`config.mk`:
```
export PLATFORM = sky130hd
export DESIGN_NAME = lvds_pixel_serializer
export DESIGN_NICKNAME = d
export VERILOG_FILES = /design/src/rtl/lvds_ser_pkg.sv /design/src/rtl/lvds_phase_gen.sv /design/src/rtl/lvds_bit_mapper.sv /design/src/rtl/lvds_lane_router.sv /design/src/rtl/lvds_lane_shifter.sv /design/src/rtl/lvds_pixel_serializer.sv
export SDC_FILE = /design/constraint.sdc
export NUM_CORES = 1
export LEC_CHECK = 0
export BUFFER_PORTS_ARGS = -buffer_cell sky130_fd_sc_hd__buf_2
export CAP_MARGIN = 30
export CELL_PAD_IN_SITES_DETAIL_PLACEMENT = 0
export CELL_PAD_IN_SITES_GLOBAL_PLACEMENT = 1
export CORE_UTILIZATION = 44
export CTS_BUF_LIST = sky130_fd_sc_hd__clkbuf_2 sky130_fd_sc_hd__clkbuf_4 sky130_fd_sc_hd__clkbuf_8
export DETAILED_ROUTE_END_ITERATION = 10
export GPL_ROUTABILITY_DRIVEN = 0
export MAX_ROUTING_LAYER = met4
export PLACE_DENSITY_LB_ADDON = 0.1
export SLEW_MARGIN = 20
export SYNTH_ARGS = -nofsm -noshare
export SYNTH_HDL_FRONTEND = slang
export SYNTH_SLANG_ARGS = --single-unit
```
`constraint.sdc`:
```
create_clock -name clk -period 3.2 [get_ports clk]
set_input_delay 0.16 -clock clk [delete_from_list [all_inputs] [get_ports clk]]
set_output_delay 0.16 -clock clk [all_outputs]
set_load 0.1 [all_outputs]
```
`src/rtl/lvds_ser_pkg.sv`:
```
package lvds_ser_pkg;
  localparam int SLOTS   = 7;
  localparam int LANES   = 4;
  localparam int COLOR_W = 8;
  localparam int FIELD_W = 6;
  localparam int SEL_W   = $clog2(LANES);

  typedef logic [SLOTS-1:0] word_t;

  typedef struct packed {
    logic [COLOR_W-1:0] r;
    logic [COLOR_W-1:0] g;
    logic [COLOR_W-1:0] b;
    logic hs;
    logic vs;
    logic de;
  } pixel_t;

  // slot 0 is transmitted first and lives in the top bit of a word
  localparam word_t CLK_WORD = 7'b1100011;

  function automatic word_t slots_to_word(input logic [SLOTS-1:0] s);
    word_t w;
    for (int i = 0; i < SLOTS; i++) w[SLOTS-1-i] = s[i];
    return w;
  endfunction

  // threshold order over four consecutive active pixels: 0,2,1,3
  function automatic logic [1:0] dither_thr(input logic [1:0] cnt);
    return {cnt[0], cnt[1]};
  endfunction

  function automatic logic [FIELD_W-1:0] dither6(input logic [COLOR_W-1:0] c,
                                                 input logic [1:0] cnt);
    logic [FIELD_W-1:0] hi;
    hi = c[COLOR_W-1:COLOR_W-FIELD_W];
    if ((c[1:0] > dither_thr(cnt)) && (hi != {FIELD_W{1'b1}})) return hi + 1'b1;
    return hi;
  endfunction
endpackage

```
`src/rtl/lvds_phase_gen.sv`:
```
module lvds_phase_gen
  import lvds_ser_pkg::*;
#(
  parameter int NSLOT = SLOTS
) (
  input  logic clk,
  input  logic rst_n,
  output logic load
);
  localparam int PH_W = $clog2(NSLOT);
  localparam logic [PH_W-1:0] LAST = PH_W'(NSLOT - 1);

  logic [PH_W-1:0] phase;

  always_ff @(posedge clk or negedge rst_n) begin
    if (!rst_n)             phase <= '0;
    else if (phase == LAST) phase <= '0;
    else                    phase <= phase + 1'b1;
  end

  assign load = (phase == LAST);


  phase_range_chk: assert property (@(posedge clk) disable iff (!rst_n)
    phase <= LAST);


  phase_wrap_chk: assert property (@(posedge clk) disable iff (!rst_n)
    load |=> (phase == '0));
endmodule

```
`src/rtl/lvds_bit_mapper.sv`:
```
module lvds_bit_mapper
  import lvds_ser_pkg::*;
(
  input  logic   clk,
  input  logic   rst_n,
  input  logic   load,
  input  pixel_t pix,
  input  logic   fmt_alt,
  input  logic   depth_18,
  input  logic   dither_en,
  input  logic [2:0] sync_pol,
  output word_t [LANES-1:0] words
);
  logic [1:0] run_cnt;
  logic [FIELD_W-1:0] rh, gh, bh;
  logic [1:0] rl, gl, bl;
  logic hs_o, vs_o, de_o;
  logic use_dither;

  // position within the current run of active pixels, advanced per pixel
  always_ff @(posedge clk or negedge rst_n) begin
    if (!rst_n)    run_cnt <= '0;
    else if (load) run_cnt <= pix.de ? run_cnt + 1'b1 : 2'd0;
  end

  assign use_dither = depth_18 & dither_en;
  assign hs_o = pix.hs ^ sync_pol[0];
  assign vs_o = pix.vs ^ sync_pol[1];
  assign de_o = pix.de ^ sync_pol[2];

  always_comb begin
    if (use_dither) begin
      rh = dither6(pix.r, run_cnt);
      gh = dither6(pix.g, run_cnt);
      bh = dither6(pix.b, run_cnt);
    end else if (fmt_alt && !depth_18) begin
      rh = pix.r[FIELD_W-1:0];
      gh = pix.g[FIELD_W-1:0];
      bh = pix.b[FIELD_W-1:0];
    end else begin
      rh = pix.r[COLOR_W-1:COLOR_W-FIELD_W];
      gh = pix.g[COLOR_W-1:COLOR_W-FIELD_W];
      bh = pix.b[COLOR_W-1:COLOR_W-FIELD_W];
    end
    if (depth_18) begin
      rl = '0; gl = '0; bl = '0;
    end else if (fmt_alt) begin
      rl = pix.r[COLOR_W-1:FIELD_W];
      gl = pix.g[COLOR_W-1:FIELD_W];
      bl = pix.b[COLOR_W-1:FIELD_W];
    end else begin
      rl = pix.r[1:0];
      gl = pix.g[1:0];
      bl = pix.b[1:0];
    end
  end

  assign words[0] = slots_to_word({gh[0], rh});
  assign words[1] = slots_to_word({bh[1:0], gh[5:1]});
  assign words[2] = slots_to_word({de_o, vs_o, hs_o, bh[5:2]});
  assign words[3] = slots_to_word({1'b0, bl, gl, rl});


  dither_bound_chk: assert property (@(posedge clk) disable iff (!rst_n)
    use_dither |-> (({1'b0, rh} >= {1'b0, pix.r[7:2]}) &&
                    ({1'b0, rh} <= {1'b0, pix.r[7:2]} + 7'd1)));


  dither_sat_chk: assert property (@(posedge clk) disable iff (!rst_n)
    (use_dither && pix.g == 8'hFF) |-> (gh == 6'h3F));
endmodule

```
`src/rtl/lvds_lane_router.sv`:
```
module lvds_lane_router
  import lvds_ser_pkg::*;
#(
  parameter int NLANE = LANES
) (
  input  word_t [NLANE-1:0]          words_in,
  input  logic  [NLANE*SEL_W-1:0]    order,
  input  logic  [NLANE-1:0]          inv,
  input  logic                       depth_18,
  output word_t [NLANE-1:0]          words_out
);
  for (genvar k = 0; k < NLANE; k++) begin : g_lane
    logic [SEL_W-1:0] src;
    word_t picked;
    assign src    = order[k*SEL_W +: SEL_W];
    assign picked = words_in[src] ^ {SLOTS{inv[k]}};
    if (k == NLANE - 1) begin : g_last
      assign words_out[k] = depth_18 ? '0 : picked;
    end else begin : g_norm
      assign words_out[k] = picked;
    end
  end
endmodule

```
`src/rtl/lvds_lane_shifter.sv`:
```
module lvds_lane_shifter
  import lvds_ser_pkg::*;
(
  input  logic  clk,
  input  logic  rst_n,
  input  logic  load,
  input  word_t din,
  output logic  sout
);
  word_t sh;

  always_ff @(posedge clk or negedge rst_n) begin
    if (!rst_n)    sh <= '0;
    else if (load) sh <= din;
    else           sh <= {sh[SLOTS-2:0], 1'b0};
  end

  assign sout = sh[SLOTS-1];
endmodule

```
`src/rtl/lvds_pixel_serializer.sv`:
```
module lvds_pixel_serializer
  import lvds_ser_pkg::*;
#(
  parameter int NLANE = LANES
) (
  input  logic                   clk,
  input  logic                   rst_n,
  input  logic                   tx_en,
  input  logic                   fmt_alt,
  input  logic                   depth_18,
  input  logic                   dither_en,
  input  logic [2:0]             sync_pol,
  input  logic [NLANE*SEL_W-1:0] lane_order,
  input  logic [NLANE-1:0]       lane_inv,
  input  logic [COLOR_W-1:0]     pix_r,
  input  logic [COLOR_W-1:0]     pix_g,
  input  logic [COLOR_W-1:0]     pix_b,
  input  logic                   pix_hs,
  input  logic                   pix_vs,
  input  logic                   pix_de,
  output logic                   pix_strobe,
  output logic [NLANE-1:0]       lane_data,
  output logic                   lane_clk
);
  logic   load;
  pixel_t pix;
  word_t [NLANE-1:0] mapped, routed, gated;
  word_t clk_word;

  assign pix = '{r: pix_r, g: pix_g, b: pix_b, hs: pix_hs, vs: pix_vs, de: pix_de};

  lvds_phase_gen #(.NSLOT(SLOTS)) u_phase (
    .clk(clk), .rst_n(rst_n), .load(load)
  );

  lvds_bit_mapper u_map (
    .clk(clk), .rst_n(rst_n), .load(load), .pix(pix),
    .fmt_alt(fmt_alt), .depth_18(depth_18), .dither_en(dither_en),
    .sync_pol(sync_pol), .words(mapped)
  );

  lvds_lane_router #(.NLANE(NLANE)) u_route (
    .words_in(mapped), .order(lane_order), .inv(lane_inv),
    .depth_18(depth_18), .words_out(routed)
  );

  assign clk_word = tx_en ? CLK_WORD : '0;

  for (genvar k = 0; k < NLANE; k++) begin : g_ser
    assign gated[k] = tx_en ? routed[k] : '0;
    lvds_lane_shifter u_sh (
      .clk(clk), .rst_n(rst_n), .load(load), .din(gated[k]), .sout(lane_data[k])
    );
  end

  lvds_lane_shifter u_clk_sh (
    .clk(clk), .rst_n(rst_n), .load(load), .din(clk_word), .sout(lane_clk)
  );

  assign pix_strobe = load;


  strobe_single_chk: assert property (@(posedge clk) disable iff (!rst_n)
    pix_strobe |=> !pix_strobe);


  clk_lead_chk: assert property (@(posedge clk) disable iff (!rst_n)
    (pix_strobe && tx_en) |=> lane_clk);


  idle_lane_chk: assert property (@(posedge clk) disable iff (!rst_n)
    (pix_strobe && depth_18) |=> !lane_data[NLANE-1]);


  disabled_quiet_chk: assert property (@(posedge clk) disable iff (!rst_n)
    (pix_strobe && !tx_en) |=> (lane_data == '0 && !lane_clk));
endmodule

```
After elaboration in Yosys (flattened, before gate mapping)
Cells that the tools add are included.
{"block": "word_totals", "wordCells": 81, "input_bits": 48, "register_bits": 40}
{"block": "op_classes", "add_sub_neg": 5, "magnitude_cmp": 7, "bitwise_logic": 8, "n_reduce_logical": 5, "eq_ne": 4, "muxes": 45}
{"cell": "two-way mux 7 bit", "count": 15}
{"cell": "two-way mux 6 bit", "count": 12}
{"cell": "binary-select mux 7 bit (select 2 bit)", "count": 4}
{"cell": "XOR 7 bit", "count": 4}
{"cell": "adder 6 x 1 -> 6 bit (second input constant)", "count": 3}
{"cell": "inequality test 6 bit (second input constant)", "count": 3}
{"cell": "two-way mux 2 bit", "count": 7}
{"cell": "< comparator 2 x 3 -> 1 bit (second input constant)", "count": 4}
{"cell": "greater-than comparator 2 bit", "count": 3}
{"cell": "two-way mux 1 bit", "count": 6}
{"cell": "logical AND 1 bit", "count": 4}
{"cell": "adder 3 x 1 -> 3 bit (second input constant)", "count": 1}
{"cell": "equality test 3 bit (second input constant)", "count": 1}
{"cell": "two-way mux 3 bit", "count": 1}
{"cell": "XOR 1 bit", "count": 3}
{"cell": "adder 2 x 1 -> 2 bit (second input constant)", "count": 1}
{"cell": "AND 1 bit", "count": 1}
{"cell": "logical NOT 1 bit", "count": 1}

Longest topological paths before layout
Gate-level depths: netlist of the first run.
{"block": "depth", "word_depth": 12, "depth_mapped": 10, "ltp_nobuf": 9}

Hierarchy
From an unflattened synthesis of the first run, not the netlist that was laid out.
{"block": "hier_totals", "hier_cells": 372, "hier_area_um2": 4047.6}
{"mod": "lvds_lane_shifter", "seq_area_each_um2": 175.2, "area_each_um2": 284.0, "cells_per_inst": 15, "n_inst": 5}
{"mod": "lvds_bit_mapper", "seq_area_each_um2": 50.0, "area_each_um2": 1209.9, "cells_per_inst": 163, "n_inst": 1}
{"mod": "lvds_lane_router", "seq_area_each_um2": 0.0, "area_each_um2": 1064.8, "cells_per_inst": 93, "n_inst": 1}
{"mod": "lvds_pixel_serializer", "seq_area_each_um2": 0.0, "area_each_um2": 229.0, "cells_per_inst": 31, "n_inst": 1}
{"mod": "lvds_phase_gen", "seq_area_each_um2": 75.1, "area_each_um2": 123.9, "cells_per_inst": 10, "n_inst": 1}

Least setup slack after synthesis of the first run
No wires, ideal clock.
{"block": "synth_path", "path_kind": "flip-flop to flip-flop", "startpoint": "reg u_map.run_cnt[0]", "endpoint": "reg g_ser[3].u_sh.sh[5]", "setup_time_ns": 0.119, "synth_period_minus_slack_ns": 2.346, "arrival_time_ns": 2.227, "setup_slack_ns": 0.854, "stages_incl_launch_ff": 10, "path_cell_list": "dfrtp_1 inv_1 ha_1 nor2b_1 o221ai_1 mux2i_1 nor2b_1 mux4_2 mux2i_1 nand2_1"}
{"block": "synth_between", "elab_chain_len": 12}
{"element": "start, declared", "line_no": "lvds_bit_mapper.sv:14", "text": "logic [1:0] run_cnt;"}
{"element": "start signal, assigned", "line_no": "lvds_bit_mapper.sv:23", "text": "else if (load) run_cnt <= pix.de ? run_cnt + 1'b1 : 2'd0;"}
{"element": "greater-than comparator 2 bit", "line_no": "lvds_ser_pkg.sv:37", "text": "if ((c[1:0] > dither_thr(cnt)) && (hi != {FIELD_W{1'b1}})) return hi + 1'b1;"}
{"element": "logical AND 1 bit", "line_no": "lvds_ser_pkg.sv:37"}
{"element": "two-way mux 1 bit", "line_no": "lvds_ser_pkg.sv:37"}
{"element": "two-way mux 1 bit", "line_no": "lvds_bit_mapper.sv:32", "text": "if (use_dither) begin"}
{"element": "two-way mux 6 bit", "line_no": "lvds_ser_pkg.sv:38", "text": "return hi;"}
{"element": "two-way mux 6 bit", "line_no": "lvds_bit_mapper.sv:32"}
{"element": "binary-select mux 7 bit (select 2 bit) *", "line_no": "lvds_lane_router.sv:16", "text": "assign picked = words_in[src] ^ {SLOTS{inv[k]}};"}
{"element": "two-way mux 7 bit (implied by the code) *", "line_no": "lvds_lane_router.sv:16"}
{"element": "XOR 7 bit *", "line_no": "lvds_lane_router.sv:16"}
{"element": "two-way mux 7 bit *", "line_no": "lvds_lane_router.sv:18", "text": "assign words_out[k] = depth_18 ? '0 : picked;"}
{"element": "two-way mux 7 bit *", "line_no": "lvds_pixel_serializer.sv:50", "text": "assign gated[k] = tx_en ? routed[k] : '0;"}
{"element": "two-way mux 7 bit *", "line_no": "lvds_lane_shifter.sv:14", "text": "else if (load) sh <= din;"}
{"element": "end signal, assigned", "line_no": "lvds_lane_shifter.sv:14"}
{"element": "end signal, assigned", "line_no": "lvds_lane_shifter.sv:15", "text": "else sh <= {sh[SLOTS-2:0], 1'b0};"}
{"element": "end, declared", "line_no": "lvds_lane_shifter.sv:10", "text": "word_t sh;"}
Mark *: on every way between the ends. The rest lies on a longest branch, timed or not. The select of a mux whose other input is x is not followed.
A chain may end at the register's enable or synchronous reset.

Worst setup path after layout of the first run
{"block": "layout_path", "startpoint": "reg u_map.run_cnt[0]", "endpoint": "reg g_ser[3].u_sh.sh[3]"}
The elaborated chain is that of the path after synthesis.

==> flow_summary_export.csv, run 1 <==
group,metric,value,unit
logic_synthesis,syn_area,0.00361,mm^2
sta,finalSetupTns,0,ns
pwr,peakVddDrop,0.235,mV
global_routing,grt_max_degree,41,
worst_hold_path,holdPathStages,2,
clock_tree,cts_tree,"done",
clock_tree,cts_setup_buffers,0,
logic_synthesis,synth_top_area_share,27.7,%
final_layout,drive_gt1_share,20.3,%
clock_tree,clock-sinks,40,
logic_synthesis,synthCells,439,
pwr,netSwitchingFraction,35.7,%
worst_setup_path,r2r_end,"g_ser[3].u_sh.sh[3]",
sta,rsz0062_at_grt,"false",
worst_hold_path,hold_start,"pix_de",
final_layout,instances_no_fill,584,
pwr,switching_power,0.547,mW
worst_setup_path,critPathMaxStageDelay,0.53,ns
logic_synthesis,async_flop_share,100,%
worst_setup_path,start_kind,"register",
worst_setup_path,crit_chain,"inv_1 > ha_1 > nor2b_1 > o211ai_1 > mux2_2 > a221oi_2 > o221ai_1 > xor2_1 > a22o_1",
logic_synthesis,yosysWarnings,0,
logic_synthesis,synth_edf_count,0,
final_layout,finish.utilization,51.9,%
worst_setup_path,cpMaxStageDelayCell,"a221oi_2",
final_layout,final_nets,538,
worst_setup_path,worst-path-buf-inv,1,
floorplanning,die_y,92.6,um
logic_synthesis,yosys.cell_types.count,57,
route,route.detailed.drc,0,
worst_hold_path,hold_end,"u_map.run_cnt[1]",
run_status,outcome,"finished clean",
worst_setup_path,crit_required,3.40,ns
worst_setup_path,rr_worst_depth,9,
worst_setup_path,cp-end-kind,"register",
place,place_hpwl,8120,um
pwr,p_leak,1.82,nW
pwr,pwr_density_cell,376,mW/mm^2
logic_synthesis,synthTopCellsByArea,"dfrtp_1, nand2_1, mux2i_1",
pwr,clkPwrFrac,27.6,%
sta,fin_skew,0.0155,ns
pwr,power_frac_seq,36.6,%
pwr,total_power,1.53,mW
floorplanning,rows,32,
route,drt_iter0_markers,268,
route,vias,3546,
run,drv_cap,0,
final_layout,area_growth,12.8,%
floorplanning,initial_core_util,46.1,%
logic_synthesis,yosys.area.top_type,"dfrtp_1",
clock_tree,h-tree-depth,2,
place,preCtsSetupSlack,0.490,ns
pwr,p_int,0.987,mW
worst_setup_path,r2r_setup_slack,0.47,ns
sta,period_share,85.2,%
global_routing,grt_use_total,26.6,%
global_routing,grt_pass1_wl,17300,um
worst_setup_path,worstSetupPathType,"register to register",
sta,tightest_slew,0.625,ns
route,routed_wl,10800,um
worst_setup_path,r2r_start,"u_map.run_cnt[0]",
place,dp_cells,574,
route,post_drt_wl_per_cell,18.5,um
sta,finalWorstSetupSlack,0.473,ns
logic_synthesis,yosysMostFrequentCell,"nand2_1",
clock_tree,clock-root-buffer,"clkbuf_8",
clock_tree,numCtsBuffers,5,
sta,setup_viol,0,
logic_synthesis,synth_nets,496,
worst_setup_path,critPathTopFamily,"compound AO/OA/AOI/OAI gates",
route,firstDrtPassIters,5,
place,port_buffers,53,
sta,fmax,367,MHz
logic_synthesis,synth.avg_cell_area,8.23,um^2
global_routing,antenna_found_initial,0,
logic_synthesis,ys_seq_area_share,27.7,%
final_layout,diodes,0,
pwr,p_comb_share,35.8,%
logic_synthesis,ys.flop_type,"dfrtp_1",
worst_hold_path,hp-class,"input pin to register",
route,vias_per_cell,6.07,
clock_tree,clockBufferDepth,2,
floorplanning,die-width,92.6,um
clock_tree,hold_buffers,0,
floorplanning,core_area,0.00785,mm^2
clock_tree,clk_latency,0.30,ns
sta,max-slew-margin-rel,57.8,%
clock_tree,clk_pin_slew,0.09,ns
floorplanning,ios,54,
floorplanning,dieArea,0.00858,mm^2
logic_synthesis,ys_ff_latch,40,
worst_setup_path,critPathArrivalTime,2.93,ns
global_routing,grt_pass1_vias,3300,
sta,maxSlewViolCount,0,
logic_synthesis,synthTopCellsByCount,"nand2_1, dfrtp_1, o21ai_0",
global_routing,grt-ovfl-total,0,
sta,period_needed,2.73,ns
sta,hold_violations,0,
clock_tree,cts_resized,0,
route,ant_nets,0,
worst_setup_path,crit_fanout,4,
==> worst register-to-register path: stages, from the launching register on <==
cell      delay [ns]
dfrtp_1         0.41
inv_1           0.14
ha_1            0.26
nor2b_1         0.15
o211ai_1        0.18
mux2_2          0.37
a221oi_2        0.53
o221ai_1        0.22
xor2_1          0.17
a22o_1          0.21
==> placed cells by master (no fill, tap or decap), types with 11 or more instances in the layout <==
master,count
nand2_1,75
buf_2,53
dfrtp_1,40
o21ai_0,26
nor2_1,22
mux2i_1,21
xnor2_1,15
inv_1,13
nand3_1,13
nor2b_1,13
o22ai_1,11
a21oi_1,11
buf_4,11
==> power by group through the flow <==
stage,clock [mW],combinational [mW],sequential (mW)
after floorplan,0,0.372,0.571
after global placement,0,0.535,0.571
after detailed placement,0,0.538,0.572
after CTS,0.431,0.540,0.562
after global routing,0.447,0.596,0.566
final,0.423,0.549,0.562
==> cell type report <==
class	instances	area (um^2)
multi-input combinational	355	2410
fill	813	3770
inverter	13	48.8
clock buffer	5	68.8
timing repair buffer	66	378
clock inverter	3	42.5
tap	102	128
sequential	40	1000
==> per-layer routing <==
metal | up-vias | global-route usage, % | wire length, um
met2 | 130 | 42.0 | 4940
met4 | 0 | 7.05 | 267
li1 | 1694 | - | -
met3 | 23 | 2.71 | 684
met1 | 1699 | 36.6 | 4920
met5 | - | - | 0
==> cell families after synthesis <==
group,after synthesis,synth area share [%]
adder cells (fa/ha/maj),9,3.12
buffers and inverters,44,5.64
AO/OA/AOI/OAI,114,22.2
multiplexers,33,12.4
AND/OR/NAND/NOR,180,24.4
flip-flops,40,27.7
XOR/XNOR,19,4.60
==> registers in the layout, summed over array words and instances (netlist names) <==
| signal | count |
|---|---|
| u_clk_sh.sh | 7 |
| u_map.run_cnt | 2 |
| g_ser.u_sh.sh | 28 |
| u_phase.phase | 3 |
==> per-stage QoR <==
stage / area, um^2 / hold WS [ns]
after floorplan: 3610 / -0.136
after global placement: 3940 / 0.327
after detailed placement: 3940 / 0.331
after CTS: 4050 / 0.0122
after global routing: 4080 / 0.150
final: 4080 / 0.128
==> worst max path at each step <==
stage	start	to	depth (start not counted)	slack (ns)
finish	u_map.run_cnt[0]	g_ser[3].u_sh.sh[3]	9	0.47
global route	u_map.run_cnt[0]	g_ser[3].u_sh.sh[5]	9	0.27
CTS	u_map.run_cnt[0]	g_ser[3].u_sh.sh[5]	9	0.48
detailed placement	u_map.run_cnt[0]	g_ser[3].u_sh.sh[3]	9	0.49
global placement	u_map.run_cnt[0]	g_ser[3].u_sh.sh[3]	9	0.54
floorplan	u_map.run_cnt[0]	g_ser[3].u_sh.sh[5]	9	0.85
Power figures use the tool's default switching activity.
==> run 2, diff against run 1 <==
--- a/config.mk
+++ b/config.mk
@@ -9,10 +9,10 @@
 export CAP_MARGIN = 30
 export CELL_PAD_IN_SITES_DETAIL_PLACEMENT = 0
 export CELL_PAD_IN_SITES_GLOBAL_PLACEMENT = 1
+export CORE_ASPECT_RATIO = 1.1
 export CORE_UTILIZATION = 44
 export CTS_BUF_LIST = sky130_fd_sc_hd__clkbuf_2 sky130_fd_sc_hd__clkbuf_4 sky130_fd_sc_hd__clkbuf_8
 export DETAILED_ROUTE_END_ITERATION = 10
-export GPL_ROUTABILITY_DRIVEN = 0
 export MAX_ROUTING_LAYER = met4
 export PLACE_DENSITY_LB_ADDON = 0.1
 export SLEW_MARGIN = 20
==> flow_summary_export.csv, run 2 (synthesis results as in run 1) <==
group,metric,value,unit
floorplanning,rows,34,
worst_setup_path,critPathArrivalTime,2.94,ns
worst_setup_path,crit_required,3.39,ns
final_layout,n_fill_cell,784,
route,firstDrtPassIters,5,
place,place_congestion,0.919,
route,ant_nets,0,
pwr,peakVddDrop,0.145,mV
route,vias_per_cell,5.91,
final_layout,final_cell_mix,"nand2_1, buf_2, dfrtp_1",
worst_hold_path,hp-class,"input pin to register",
clock_tree,cts_setup_buffers,0,
clock_tree,cts_tree,"done",
worst_setup_path,cpMaxStageDelayCell,"nor3b_1",
worst_setup_path,cp-end-kind,"register",
worst_setup_path,crit_cells,9,
sta,setup_viol,0,
sta,period_share,85.9,%
floorplanning,dieArea,0.00858,mm^2
final_layout,largest_reg_flops,28,
sta,fin_skew,0.00861,ns
pwr,total_power,1.52,mW
clock_tree,clock-root-buffer,"clkbuf_8",
clock_tree,cts_resized,0,
clock_tree,clockBufferDepth,2,
final_layout,regMostFlops,"g_ser.u_sh.sh",
sta,fmax,364,MHz
route,post_drt_wl_per_cell,18.0,um
sta,finalSetupTns,0,ns
place,place_hpwl,8390,um
run_status,outcome,"finished clean",
sta,rsz0062_at_grt,"false",
sta,maxSlewViolCount,0,
worst_setup_path,worst-path-buf-inv,1,
clock_tree,numCtsBuffers,5,
sta,hold_violations,0,
worst_setup_path,worstSetupPathType,"register to register",
worst_setup_path,crit_chain,"inv_1 > ha_1 > nor2b_1 > o21a_1 > a311oi_1 > nor3b_1 > o21ai_0 > o21ai_1 > mux2_2",
worst_setup_path,start_kind,"register",
route,vias,3486,
floorplanning,die_y,97.1,um
global_routing,grt_pass1_wl,17400,um
clock_tree,hold_buffers,0,
global_routing,grt_pass1_vias,3411,
final_layout,finish.utilization,51.3,%
route,routed_wl,10600,um
final_layout,final_common_cell,"nand2_1",
worst_setup_path,crit_fanout,8,
pwr,pwr_density_cell,372,mW/mm^2
global_routing,grt-ovfl-total,0,
sta,max-slew-margin-rel,51.7,%
floorplanning,initial_core_util,45.4,%
final_layout,reg_top3,"g_ser.u_sh.sh: 28 flops, u_clk_sh.sh: 7 flops, u_phase.phase: 3 flops",
route,drt_iter0_markers,198,
floorplanning,core_area,0.00796,mm^2
final_layout,area_growth,13.0,%
final_layout,diodes,0,
worst_setup_path,critPathMaxStageDelay,0.50,ns
global_routing,antenna_found_initial,0,
clock_tree,h-tree-depth,2,
global_routing,grt_use_total,27.0,%
floorplanning,ios,54,
worst_hold_path,holdPathStages,2,
clock_tree,clock-sinks,40,
run,drv_cap,0,
final_layout,final_nets,538,
pwr,p_leak,1.82,nW
sta,period_needed,2.75,ns
worst_setup_path,rr_worst_depth,9,
worst_setup_path,critPathTopFamily,"simple AND/OR/NAND/NOR gates",
clock_tree,clk_pin_slew,0.09,ns
route,route.detailed.drc,0,
global_routing,grt_max_degree,41,
floorplanning,die-width,88.4,um
final_layout,drive_gt1_share,20.3,%
place,port_buffers,53,
clock_tree,clk_latency,0.29,ns
sta,tightest_slew,0.713,ns
[run 2: cell counts in the layout (fill, tap and decap cells not counted)]
Identical to the previous run, type by type.
[run 2: layout make-up]
type | instances | area [um^2] | share of cell area (%)
Sequential cell | 40 | 1000 | 24.5
Timing Repair Buffer | 66 | 378 | 9.25
Clock inverter | 3 | 42.5 | 1.04
Tap cell | 108 | 135 | 3.31
Clock buffer | 5 | 68.8 | 1.69
Multi-Input combinational cell | 355 | 2410 | 59.0
Inverter | 13 | 48.8 | 1.19
[run 2: worst paths after layout]
check	startpoint	endpoint	slack, ns
max reg2reg	u_map.run_cnt[0]	g_ser[3].u_sh.sh[0]	0.45
min reg2reg	u_phase.phase[0]	u_phase.phase[0]	0.44
min	pix_de	u_map.run_cnt[1]	0.13
max	u_map.run_cnt[0]	g_ser[3].u_sh.sh[0]	0.45
min in group asynchronous	rst_n	g_ser[0].u_sh.sh[6]	0.26
max in group asynchronous	rst_n	g_ser[1].u_sh.sh[2]	2.51
[run 2: power breakdown]
| part | switching (mW) | total [mW] | leakage, nW | internal (mW) |
|---|---|---|---|---|
| Clock | 0.183 | 0.414 | 0.0541 | 0.231 |
| Combinational | 0.333 | 0.541 | 1.24 | 0.208 |
| Sequential | 0.0171 | 0.562 | 0.521 | 0.545 |
[run 2: metrics by stage]
step | std cells | hold slack [ns] | setup WS (ns) | cell area, um^2
floorplan | 439 | -0.136 | 0.854 | 3610
global placement | 580 | 0.327 | 0.508 | 3940
detailed placement | 580 | 0.342 | 0.488 | 3940
CTS | 588 | 0.0194 | 0.464 | 4050
global route | 590 | 0.137 | 0.242 | 4080
finish | 590 | 0.130 | 0.453 | 4080
[run 2: per-layer routing]
metal | GRT usage, % | vias up | routed length [um]
li1 | - | 1698 | -
met1 | 35.1 | 1643 | 4800
met2 | 42.8 | 121 | 5150
met3 | 2.55 | 24 | 421
met4 | 10.9 | 0 | 274
met5 | - | - | 0
==> run 3, diff against run 2 <==
--- a/config.mk
+++ b/config.mk
@@ -5,12 +5,13 @@
 export SDC_FILE = /design/constraint.sdc
 export NUM_CORES = 1
 export LEC_CHECK = 0
+export ABC_AREA = 1
 export BUFFER_PORTS_ARGS = -buffer_cell sky130_fd_sc_hd__buf_2
 export CAP_MARGIN = 30
 export CELL_PAD_IN_SITES_DETAIL_PLACEMENT = 0
 export CELL_PAD_IN_SITES_GLOBAL_PLACEMENT = 1
 export CORE_ASPECT_RATIO = 1.1
-export CORE_UTILIZATION = 44
+export CORE_UTILIZATION = 42
 export CTS_BUF_LIST = sky130_fd_sc_hd__clkbuf_2 sky130_fd_sc_hd__clkbuf_4 sky130_fd_sc_hd__clkbuf_8
 export DETAILED_ROUTE_END_ITERATION = 10
 export MAX_ROUTING_LAYER = met4
==> flow_summary_export.csv, run 3 <==
group,metric,value,unit
route,firstDrtPassIters,7,
clock_tree,clk_latency,0.30,ns
worst_setup_path,r2r_end,"g_ser[0].u_sh.sh[5]",
place,port_buffers,53,
logic_synthesis,synth_top_family_by_area,"simple AND/OR/NAND/NOR gates",
final_layout,final_common_cell,"nand2_1",
route,drt_iter0_markers,353,
global_routing,grt_max_degree,41,
global_routing,grt_use_total,28.3,%
final_layout,largest_reg_flops,28,
logic_synthesis,synth_compound_area_share,13.0,%
sta,maxSlewViolCount,0,
worst_hold_path,hp-class,"input pin to register",
run,drv_cap,0,
floorplanning,ios,54,
clock_tree,clockBufferDepth,2,
sta,period_share,72.0,%
sta,max-slew-margin-rel,32.3,%
sta,fmax,434,MHz
logic_synthesis,yosysMostFrequentCell,"nand2_1",
final_layout,drive_gt1_share,17.0,%
worst_setup_path,start_kind,"register",
logic_synthesis,synthSimpleGateAreaFrac,47.6,%
logic_synthesis,synth.avg_cell_area,6.21,um^2
logic_synthesis,yosys.cell_types.count,35,
clock_tree,clock-sinks,40,
worst_setup_path,crit_fanout,5,
worst_hold_path,hold_end,"u_map.run_cnt[1]",
worst_hold_path,hold_start,"pix_de",
worst_hold_path,holdPathStages,3,
clock_tree,clock-root-buffer,"clkbuf_8",
place,place_congestion,0.977,
logic_synthesis,yosys.area.top_type,"dfrtp_1",
logic_synthesis,synthMuxAreaShare,0,%
place,place_hpwl,10600,um
sta,fin_skew,0.00545,ns
worst_setup_path,worstSetupPathType,"register to register",
worst_setup_path,r2r_start,"u_map.run_cnt[0]",
route,post_drt_wl_per_cell,16.5,um
floorplanning,dieArea,0.0103,mm^2
route,vias,4515,
logic_synthesis,synth_edf_count,0,
floorplanning,initial_core_util,43.8,%
floorplanning,die_y,106,um
global_routing,grt_pass1_wl,22300,um
worst_setup_path,critPathTopFamily,"simple AND/OR/NAND/NOR gates",
pwr,peakVddDrop,0.180,mV
clock_tree,numCtsBuffers,5,
logic_synthesis,ys.flop_type,"dfrtp_1",
worst_setup_path,cp-end-kind,"register",
route,vias_per_cell,5.49,
place,dp_cells,810,
worst_setup_path,rr_worst_depth,14,
floorplanning,rows,37,
clock_tree,cts_tree,"done",
sta,tightest_slew,1.00,ns
final_layout,area_growth,10.2,%
final_layout,final_area,0.00456,mm^2
logic_synthesis,synthCells,666,
final_layout,instances_no_fill,822,
clock_tree,h-tree-depth,2,
worst_setup_path,crit_cells,14,
final_layout,final_cell_mix,"nand2_1, nand3_1, inv_1",
sta,setup_viol,0,
logic_synthesis,synth_top_area_share,24.2,%
logic_synthesis,synthTopCellsByArea,"dfrtp_1, nand2_1, nand3_1",
worst_setup_path,crit_chain,"inv_1 > ha_1 > nand2_1 > inv_1 > a21oi_2 > nand2_1 > nand2_1 > nand3_1 > nand3_1 > nand3_1 > nand2_1 > nand2_1 > nand3_1 > nand2_1",
clock_tree,clk_pin_slew,0.08,ns
worst_setup_path,critPathMaxStageDelay,0.39,ns
sta,period_needed,2.30,ns
floorplanning,die-width,96.7,um
logic_synthesis,ys_ff_latch,40,
run_status,outcome,"finished clean",
route,ant_nets,0,
final_layout,reg_top3,"g_ser.u_sh.sh: 28 flops, u_clk_sh.sh: 7 flops, u_phase.phase: 3 flops",
pwr,p_leak,2.48,nW
logic_synthesis,synth_fa_ha_area_share,2.72,%
place,place_area,0.00437,mm^2
worst_setup_path,worst-path-buf-inv,2,
worst_setup_path,cpMaxStageDelayCell,"dfrtp_1",
global_routing,grt_pass1_vias,4201,
logic_synthesis,synthTopCellsByCount,"nand2_1, nand3_1, inv_1",
logic_synthesis,async_flop_share,100,%
final_layout,regMostFlops,"g_ser.u_sh.sh",
logic_synthesis,synth_nets,723,
floorplanning,core_area,0.00944,mm^2
global_routing,grt-ovfl-total,0,
global_routing,antenna_found_initial,0,
logic_synthesis,ys_seq_area_share,24.2,%
worst_setup_path,critPathMostFrequentCell,"nand2_1",
route,route.detailed.drc,0,
pwr,pwr_density_cell,356,mW/mm^2
clock_tree,cts_setup_buffers,0,
route,routed_wl,13500,um
logic_synthesis,yosysWarnings,0,
logic_synthesis,syn_area,0.00414,mm^2
worst_setup_path,crit_required,3.39,ns
logic_synthesis,synth_xor_area_share,1.69,%
sta,rsz0062_at_grt,"false",
worst_setup_path,r2r_setup_slack,0.90,ns
final_layout,final_nets,760,
sta,finalSetupTns,0,ns
sta,hold_violations,0,
worst_setup_path,critPathArrivalTime,2.49,ns
## run 3: changes by cell type after synthesis, moves of 11 or more
cell / delta
o211ai_2: +13
nand3_1: +133
o22ai_1: -11
nor2b_1: -13
inv_1: +46
xnor2_1: -11
clkbuf_1: -12
mux2i_1: -21
nand2_1: +161
## run 3: layout make-up
class	count	area, um^2
timing repair buffer	56	323
antenna	1	2.50
tap	117	146
inverter	71	269
fill	1025	4880
multi-input combinational	529	2690
sequential	40	1000
clock buffer	7	96.3
clock inverter	1	30.0
## run 3: layer usage
metal | share of wire [%] | up-vias | global-route usage (%)
met5 | 0 | - | -
met4 | 2.4 | 0 | 8.00
met3 | 6.3 | 29 | 3.81
met2 | 45 | 165 | 44.8
met1 | 46 | 2071 | 38.1
li1 | - | 2250 | -
## run 3: tightest hold or removal path: stages
cell     delay, ns
buf_2         0.11
nand4_1       0.08
o21ai_0       0.08
## run 3: through the flow
| step | util [%] | total power [mW] | setup WS [ns] | hold WS (ns) |
|---|---|---|---|---|
| final | 48.3 | 1.62 | 0.896 | 0.178 |
| after global routing | 48.3 | 1.73 | 0.629 | 0.210 |
| after CTS | 47.6 | 1.63 | 0.895 | 0.0128 |
| after detailed placement | 46.3 | 1.17 | 0.915 | 0.338 |
| after global placement | 46.3 | 1.16 | 0.962 | 0.325 |
| after floorplan | - | 0.995 | 1.03 | -0.136 |
## run 3: worst max path at each step
stage	startpoint	to	slack [ns]
after CTS	u_map.run_cnt[0]	g_ser[0].u_sh.sh[5]	0.89
after global routing	u_map.run_cnt[0]	g_ser[0].u_sh.sh[5]	0.63
after floorplan	u_phase.phase[1]	g_ser[3].u_sh.sh[2]	1.03
after detailed placement	u_map.run_cnt[0]	g_ser[0].u_sh.sh[5]	0.92
after global placement	u_map.run_cnt[0]	g_ser[0].u_sh.sh[5]	0.96
final	u_map.run_cnt[0]	g_ser[0].u_sh.sh[5]	0.90
## run 3: repair_timing
item,CTS,global route
endpoints found under the setup margin,0,0
endpoints found under the hold margin,0,11
resized for setup,0,0
hold buffers,0,1
## run 3: where the power goes
group          internal (mW)  switching (mW)  total (mW)
sequential             0.538          0.0111       0.549
combinational          0.187           0.432       0.619
clock                  0.275           0.182       0.457
total                   1.00           0.624        1.62
## run 3: cells by family (layout without fill, tap and decap cells)
family | count (synthesis) | in the layout
compound gates | 74 | 74
flops | 40 | 40
other cells | 0 | 1
xor+xnor | 8 | 8
simple gates | 438 | 438
fa+ha+maj | 9 | 9
buf+inv | 97 | 135
